[src/rtl/qx_pkg.sv]
package qx_pkg;

    // Exception source indices inside the two-bit exception vector
    localparam int unsigned EXC_SEC = 0;
    localparam int unsigned EXC_PRI = 1;
    localparam int unsigned NUM_EXC = 2;

    // Lowest bit of the combined status field; the field order is decoded by host code
    localparam int unsigned STAT_BASE = 26;

    // Per-queue register layout
    localparam int unsigned QBIT_PEND = 0;
    localparam int unsigned QBIT_LVL  = 1;

    typedef struct packed {
        logic armed;
    } arm_state_t;

    typedef struct packed {
        logic [NUM_EXC-1:0] flags;
    } exc_state_t;

endpackage

[src/rtl/qx_queue_arm.sv]
module qx_queue_arm
    import qx_pkg::*;
(
    input  logic clk,
    input  logic rst_n,
    input  logic ne_i,
    input  logic rd_clr_i,
    output logic pend_now_o,
    output logic pend_next_o
);

    arm_state_t st_d;
    arm_state_t st_q;

    always_comb begin
        st_d = st_q;
        if (!ne_i) begin
            st_d.armed = 1'b1;
        end else if (rd_clr_i) begin
            st_d.armed = 1'b0;
        end
    end

    always_ff @(posedge clk or negedge rst_n) begin
        if (!rst_n) begin
            st_q <= '{armed: 1'b1};
        end else begin
            st_q <= st_d;
        end
    end

    assign pend_now_o  = st_q.armed & ne_i;
    assign pend_next_o = st_d.armed & ne_i;

    AST_ARM_ON_EMPTY: assert property (@(posedge clk) disable iff (!rst_n)
        !ne_i |=> st_q.armed);

    AST_READ_DISARMS: assert property (@(posedge clk) disable iff (!rst_n)
        (rd_clr_i && ne_i) |=> !st_q.armed);

    AST_ARM_ONLY_VIA_EMPTY: assert property (@(posedge clk) disable iff (!rst_n)
        (!st_q.armed && ne_i) |=> !st_q.armed);

endmodule

[src/rtl/qx_exc_flags.sv]
module qx_exc_flags
    import qx_pkg::*;
(
    input  logic               clk,
    input  logic               rst_n,
    input  logic [NUM_EXC-1:0] pulse_i,
    input  logic               rd_clr_i,
    output logic [NUM_EXC-1:0] flags_q_o,
    output logic [NUM_EXC-1:0] flags_d_o
);

    exc_state_t st_d;
    exc_state_t st_q;

    always_comb begin
        st_d = st_q;
        if (rd_clr_i) begin
            st_d.flags = '0;
        end
        st_d.flags = st_d.flags | pulse_i;
    end

    always_ff @(posedge clk or negedge rst_n) begin
        if (!rst_n) begin
            st_q <= '0;
        end else begin
            st_q <= st_d;
        end
    end

    assign flags_q_o = st_q.flags;
    assign flags_d_o = st_d.flags;

    genvar e;
    generate
        for (e = 0; e < NUM_EXC; e++) begin : g_chk
            AST_PULSE_STICKS: assert property (@(posedge clk) disable iff (!rst_n)
                pulse_i[e] |=> st_q.flags[e]);
            AST_FLAG_HOLDS: assert property (@(posedge clk) disable iff (!rst_n)
                (st_q.flags[e] && !rd_clr_i) |=> st_q.flags[e]);
        end
    endgenerate

endmodule

[src/rtl/qx_reg_read.sv]
module qx_reg_read
    import qx_pkg::*;
#(
    parameter int unsigned NUM_Q  = 2,
    parameter int unsigned DATA_W = 32,
    parameter int unsigned ADDR_W = 2
) (
    input  logic               clk,
    input  logic               rst_n,
    input  logic               rd_en_i,
    input  logic [ADDR_W-1:0]  rd_addr_i,
    input  logic [NUM_Q-1:0]   pend_i,
    input  logic [NUM_Q-1:0]   lvl_i,
    input  logic [NUM_EXC-1:0] exc_i,
    output logic [DATA_W-1:0]  rd_data_o
);

    localparam int unsigned ADDR_EXC  = NUM_Q;
    localparam int unsigned ADDR_STAT = NUM_Q + 1;
    localparam int unsigned QSTAT_LO  = STAT_BASE + NUM_EXC;

    typedef struct packed {
        logic [DATA_W-1:0] rdata;
    } rd_state_t;

    rd_state_t         st_d;
    rd_state_t         st_q;
    logic [DATA_W-1:0] word;

    always_comb begin
        st_d = st_q;
        word = '0;
        for (int q = 0; q < NUM_Q; q++) begin
            if (rd_addr_i == ADDR_W'(q)) begin
                word[QBIT_PEND] = pend_i[q];
                word[QBIT_LVL]  = lvl_i[q];
            end
        end
        if (rd_addr_i == ADDR_W'(ADDR_EXC)) begin
            word[NUM_EXC-1:0] = exc_i;
        end
        if (rd_addr_i == ADDR_W'(ADDR_STAT)) begin
            word[STAT_BASE +: NUM_EXC] = exc_i;
            for (int q = 0; q < NUM_Q; q++) begin
                word[QSTAT_LO + NUM_Q - 1 - q] = pend_i[q];
            end
        end
        if (rd_en_i) begin
            st_d.rdata = word;
        end
    end

    always_ff @(posedge clk or negedge rst_n) begin
        if (!rst_n) begin
            st_q <= '0;
        end else begin
            st_q <= st_d;
        end
    end

    assign rd_data_o = st_q.rdata;

    AST_RD_HOLD: assert property (@(posedge clk) disable iff (!rst_n)
        !rd_en_i |=> $stable(rd_data_o));

endmodule

[src/rtl/qx_irq_ctrl.sv]
module qx_irq_ctrl
    import qx_pkg::*;
#(
    parameter int unsigned NUM_Q  = 2,
    parameter int unsigned DATA_W = 32
) (
    input  logic                        clk,
    input  logic                        rst_n,
    input  logic                        aged_ne,
    input  logic                        learned_ne,
    input  logic                        wex_pri,
    input  logic                        wex_sec,
    input  logic                        rd_en,
    input  logic [$clog2(NUM_Q+2)-1:0]  rd_addr,
    output logic [DATA_W-1:0]           rd_data,
    output logic                        irq
);

    localparam int unsigned ADDR_W   = $clog2(NUM_Q + 2);
    localparam int unsigned ADDR_EXC = NUM_Q;

    typedef struct packed {
        logic irq;
    } top_state_t;

    logic [NUM_Q-1:0]   q_lvl;
    logic [NUM_Q-1:0]   q_clr;
    logic [NUM_Q-1:0]   q_pend_now;
    logic [NUM_Q-1:0]   q_pend_next;
    logic [NUM_EXC-1:0] exc_pulse;
    logic [NUM_EXC-1:0] exc_q;
    logic [NUM_EXC-1:0] exc_d;
    logic               exc_clr;
    top_state_t         st_d;
    top_state_t         st_q;

    // Queue order: index 0 aged, index 1 learned; further queues are tied off empty
    always_comb begin
        q_lvl    = '0;
        q_lvl[0] = aged_ne;
        if (NUM_Q > 1) begin
            q_lvl[NUM_Q-1] = learned_ne;
        end
    end

    always_comb begin
        exc_pulse          = '0;
        exc_pulse[EXC_PRI] = wex_pri;
        exc_pulse[EXC_SEC] = wex_sec;
        exc_clr            = rd_en && (rd_addr == ADDR_W'(ADDR_EXC));
    end

    genvar q;
    generate
        for (q = 0; q < NUM_Q; q++) begin : g_queue
            assign q_clr[q] = rd_en && (rd_addr == ADDR_W'(q));
            qx_queue_arm u_arm (
                .clk         (clk),
                .rst_n       (rst_n),
                .ne_i        (q_lvl[q]),
                .rd_clr_i    (q_clr[q]),
                .pend_now_o  (q_pend_now[q]),
                .pend_next_o (q_pend_next[q])
            );
        end
    endgenerate

    qx_exc_flags u_exc (
        .clk       (clk),
        .rst_n     (rst_n),
        .pulse_i   (exc_pulse),
        .rd_clr_i  (exc_clr),
        .flags_q_o (exc_q),
        .flags_d_o (exc_d)
    );

    qx_reg_read #(
        .NUM_Q  (NUM_Q),
        .DATA_W (DATA_W),
        .ADDR_W (ADDR_W)
    ) u_rd (
        .clk       (clk),
        .rst_n     (rst_n),
        .rd_en_i   (rd_en),
        .rd_addr_i (rd_addr),
        .pend_i    (q_pend_now),
        .lvl_i     (q_lvl),
        .exc_i     (exc_q),
        .rd_data_o (rd_data)
    );

    always_comb begin
        st_d     = st_q;
        st_d.irq = (|q_pend_next) | (|exc_d);
    end

    always_ff @(posedge clk or negedge rst_n) begin
        if (!rst_n) begin
            st_q <= '0;
        end else begin
            st_q <= st_d;
        end
    end

    assign irq = st_q.irq;

    AST_IRQ_HAS_CAUSE: assert property (@(posedge clk) disable iff (!rst_n)
        $rose(irq) |-> $past(aged_ne || learned_ne || wex_pri || wex_sec || (|exc_q)));

    AST_PULSE_RAISES: assert property (@(posedge clk) disable iff (!rst_n)
        (wex_pri || wex_sec) |=> irq);

    AST_QUIET_WHEN_IDLE: assert property (@(posedge clk) disable iff (!rst_n)
        (!aged_ne && !learned_ne && !wex_pri && !wex_sec && (exc_q == '0)) |=> !irq);

endmodule

[config.mk]
export PLATFORM = sky130hd
export DESIGN_NAME = qx_irq_ctrl
export DESIGN_NICKNAME = d
export VERILOG_FILES = /design/src/rtl/qx_pkg.sv /design/src/rtl/qx_queue_arm.sv /design/src/rtl/qx_exc_flags.sv /design/src/rtl/qx_reg_read.sv /design/src/rtl/qx_irq_ctrl.sv
export SDC_FILE = /design/constraint.sdc
export NUM_CORES = 1
export LEC_CHECK = 0
export BUFFER_PORTS_ARGS = -buffer_cell sky130_fd_sc_hd__buf_2
export CORE_MARGIN = 1.5
export CORE_UTILIZATION = 40
export DETAILED_ROUTE_END_ITERATION = 6
export MAX_ROUTING_LAYER = met4
export PLACE_DENSITY_LB_ADDON = 0.25
export SYNTH_ARGS = -nofsm -noshare
export SYNTH_HDL_FRONTEND = slang
export SYNTH_SLANG_ARGS = --single-unit
[constraint.sdc]
create_clock -name clk -period 2.3 [get_ports clk]
set_input_delay 0.115 -clock clk [delete_from_list [all_inputs] [get_ports clk]]
set_output_delay 0.115 -clock clk [all_outputs]
set_load 0.01 [all_outputs]
==> flow_summary.json <==
{
  "status": "completed",
  "fp.dieW_um": 44.8,
  "drt-total-wl_mm": 1.05,
  "dieHeight_um": 44.8,
  "antenna_found_initial": 0,
  "synthDistinctLibCells": 20,
  "htree_levels": 1,
  "power.internal_uw": 300,
  "cts_hold_repair.buffers": 1,
  "io_pins": 42,
  "whs_ns": 0.0247,
  "worstSetupStartpointType": "flip-flop",
  "grt_usage_pct": 11.9,
  "dr.first_iter.drc_count": 10,
  "hold_violations": 0,
  "hold_path_startpoint": "learned_ne",
  "grt_pass1_vias": 393,
  "seqPwrFrac_pct": 51.0,
  "rsz0062_at_grt": "false",
  "synth_seq_cells": 11,
  "route.detailed.drc": 0,
  "syn_inst": 76,
  "drv_slew": 0,
  "ir_worst_vdd_mv": 0.215,
  "cts_tree": "yes",
  "nFillCells": 164,
  "timing.final.crit_period_ns": 1.03,
  "clockBufferDepth": 2,
  "fin_skew_ns": 0.00748,
  "timing.rr.start": "g_queue[1].u_arm.st_q",
  "setup_viol": 0,
  "dieArea_sq_um": 2010,
  "cts-buffers-inserted": 3,
  "synthesis.area_sq_um": 699,
  "place.gp.congestion": 0.743,
  "crit_path_max_fanout": 4,
  "dpl_worst_slack_ns": 1.27,
  "ys_seq_area_share_pct": 39.7,
  "hold_class": "input port to flip-flop",
  "postCtsResizedCells": 0,
  "cts_sinks": 11,
  "final_common_cell": "conb_1",
  "grt_max_degree": 16,
  "ys_warn_count": 0,
  "synthTopCellsByArea": "dfrtp_1 32%, buf_4 28%, dfstp_2 7.5%",
  "leakagePower_uw": 0.000359,
  "critical_path_class": "flip-flop to flip-flop",
  "globalRouteOverflowTotal": 0,
  "seqCellArea_sq_um": 278,
  "worst_ep_arrival_time_ns": 1.22,
  "clk_pin_slew_ns": 0.07,
  "dr.pass1.iters": 4,
  "switching_power_uw": 122,
  "finalWorstSetupSlack_ns": 1.27,
  "clock_latency_ns": 0.26,
  "p_clk_share_pct": 30.7,
  "synth_area_leader_cell": "dfrtp_1",
  "grt_pass1_wl_mm": 1.68,
  "multi_input_area_sq_um": 295,
  "crit_start": "g_queue[1].u_arm.st_q",
  "diodes": 0,
  "setup_tns_ns": 0,
  "vias": 481,
  "numPortBuffers": 15,
  "cts_setup_buffers": 0,
  "clockRootBuffer": "clkbuf_4",
  "combPwrFrac_pct": 18.2,
  "area_growth_pct": 2.86,
  "setup.worst_path.end_class": "flip-flop",
  "detail_route.wl_per_cell_um": 9.60,
  "start_util_pct": 44.4,
  "drive_above_1_share_pct": 21.5,
  "nNetsFinal": 103,
  "p_per_area_nw_per_um2": 587,
  "final_cell_mix": "26 x conb_1, 15 x buf_2, 9 x dfrtp_1",
  "coreArea_sq_um": 1580,
  "fmax_ghz": 0.969,
  "hpwl_um": 810,
  "antenna_left": 0,
  "yosys.area.top_type_share_pct": 32.2,
  "drv_cap": 0,
  "avgSynthCellArea_sq_um": 9.20,
  "switching_share_pct": 28.9,
  "via_per_inst": 4.41,
  "rows": 14,
  "critical_path_required_ns": 2.49,
  "min_period_over_period_pct": 44.9
}
## flip-flops by register name, summed over array words and instances, names as in the netlist
register            flops
irq                     1
u_rd.rd_data_o          6
u_exc.flags_q_o         2
g_queue.u_arm.st_q      2
## power by group through the flow
| stage | registers (uW) | logic (uW) | clock network [uW] |
|---|---|---|---|
| 2_1_floorplan | 223 | 76.7 | 0 |
| 3_3_place_gp | 219 | 75.1 | 0 |
| 3_5_place_dp | 219 | 75.3 | 0 |
| 4_1_cts | 216 | 76.5 | 136 |
| 5_1_grt | 218 | 86.9 | 145 |
| 6_report | 215 | 77.0 | 130 |
## worst paths after layout
check,cells past startpoint,to,slack [ns]
min,2,g_queue[1].u_arm.st_q,0.02
min in group asynchronous,2,u_rd.rd_data_o[28],0.24
max reg2reg,3,u_rd.rd_data_o[0],1.27
min reg2reg,2,g_queue[1].u_arm.st_q,0.48
max,3,u_rd.rd_data_o[0],1.27
max in group asynchronous,2,g_queue[0].u_arm.st_q,1.80
## final cells by class
class | instances | share of cell area, %
clock buffer | 4 | 3.65
inverter | 4 | 2.09
multi-input combinational | 58 | 41.0
sequential | 11 | 38.6
tap | 16 | 2.78
timing repair buffer | 16 | 11.8
## synth_stat cells
cell	n
a31oi_1	1
o21ai_0	6
a21o_1	3
dfrtp_1	9
nand3_1	4
o21a_1	1
nand3b_1	5
buf_2	2
and2_1	1
buf_4	26
inv_1	4
dfstp_2	2
nand4_1	2
nor2_1	1
o211ai_1	2
mux2i_1	1
nand2_1	3
a311oi_1	1
conb_1	1
nand2b_1	1
## per-layer routing
metal	share of wire (%)	vias to the layer above	track usage [%]
met5	0	-	-
met4	0	0	5.29
met3	9.4	0	3.60
met2	41	32	14.8
met1	49	211	17.5
li1	-	238	-
## cell families after synthesis
kind of cell	synth area share, %
DFF	39.7
AOI/OAI and AO/OA	12.9
buffers and inverters	31.5
muxes	1.43
other	0.536
and+or+nand+nor	14.0
## through the flow
stage                     area (sq um)  total power [uW]  cells  utilization, %
after global placement             683               294    104            43.3
after global routing               719               450    109            45.6
final                              719               422    109            45.6
after detailed placement           683               294    104            43.3
after CTS                          719               428    109            45.6
after floorplan                    793               300    101               -
## worst max-delay path, cell delays in order, from the launching register on
cell	delay, ns
dfstp_2	0.55
nand3_1	0.08
a21o_1	0.18
a31oi_1	0.15
(Power assumes the default switching activity.)
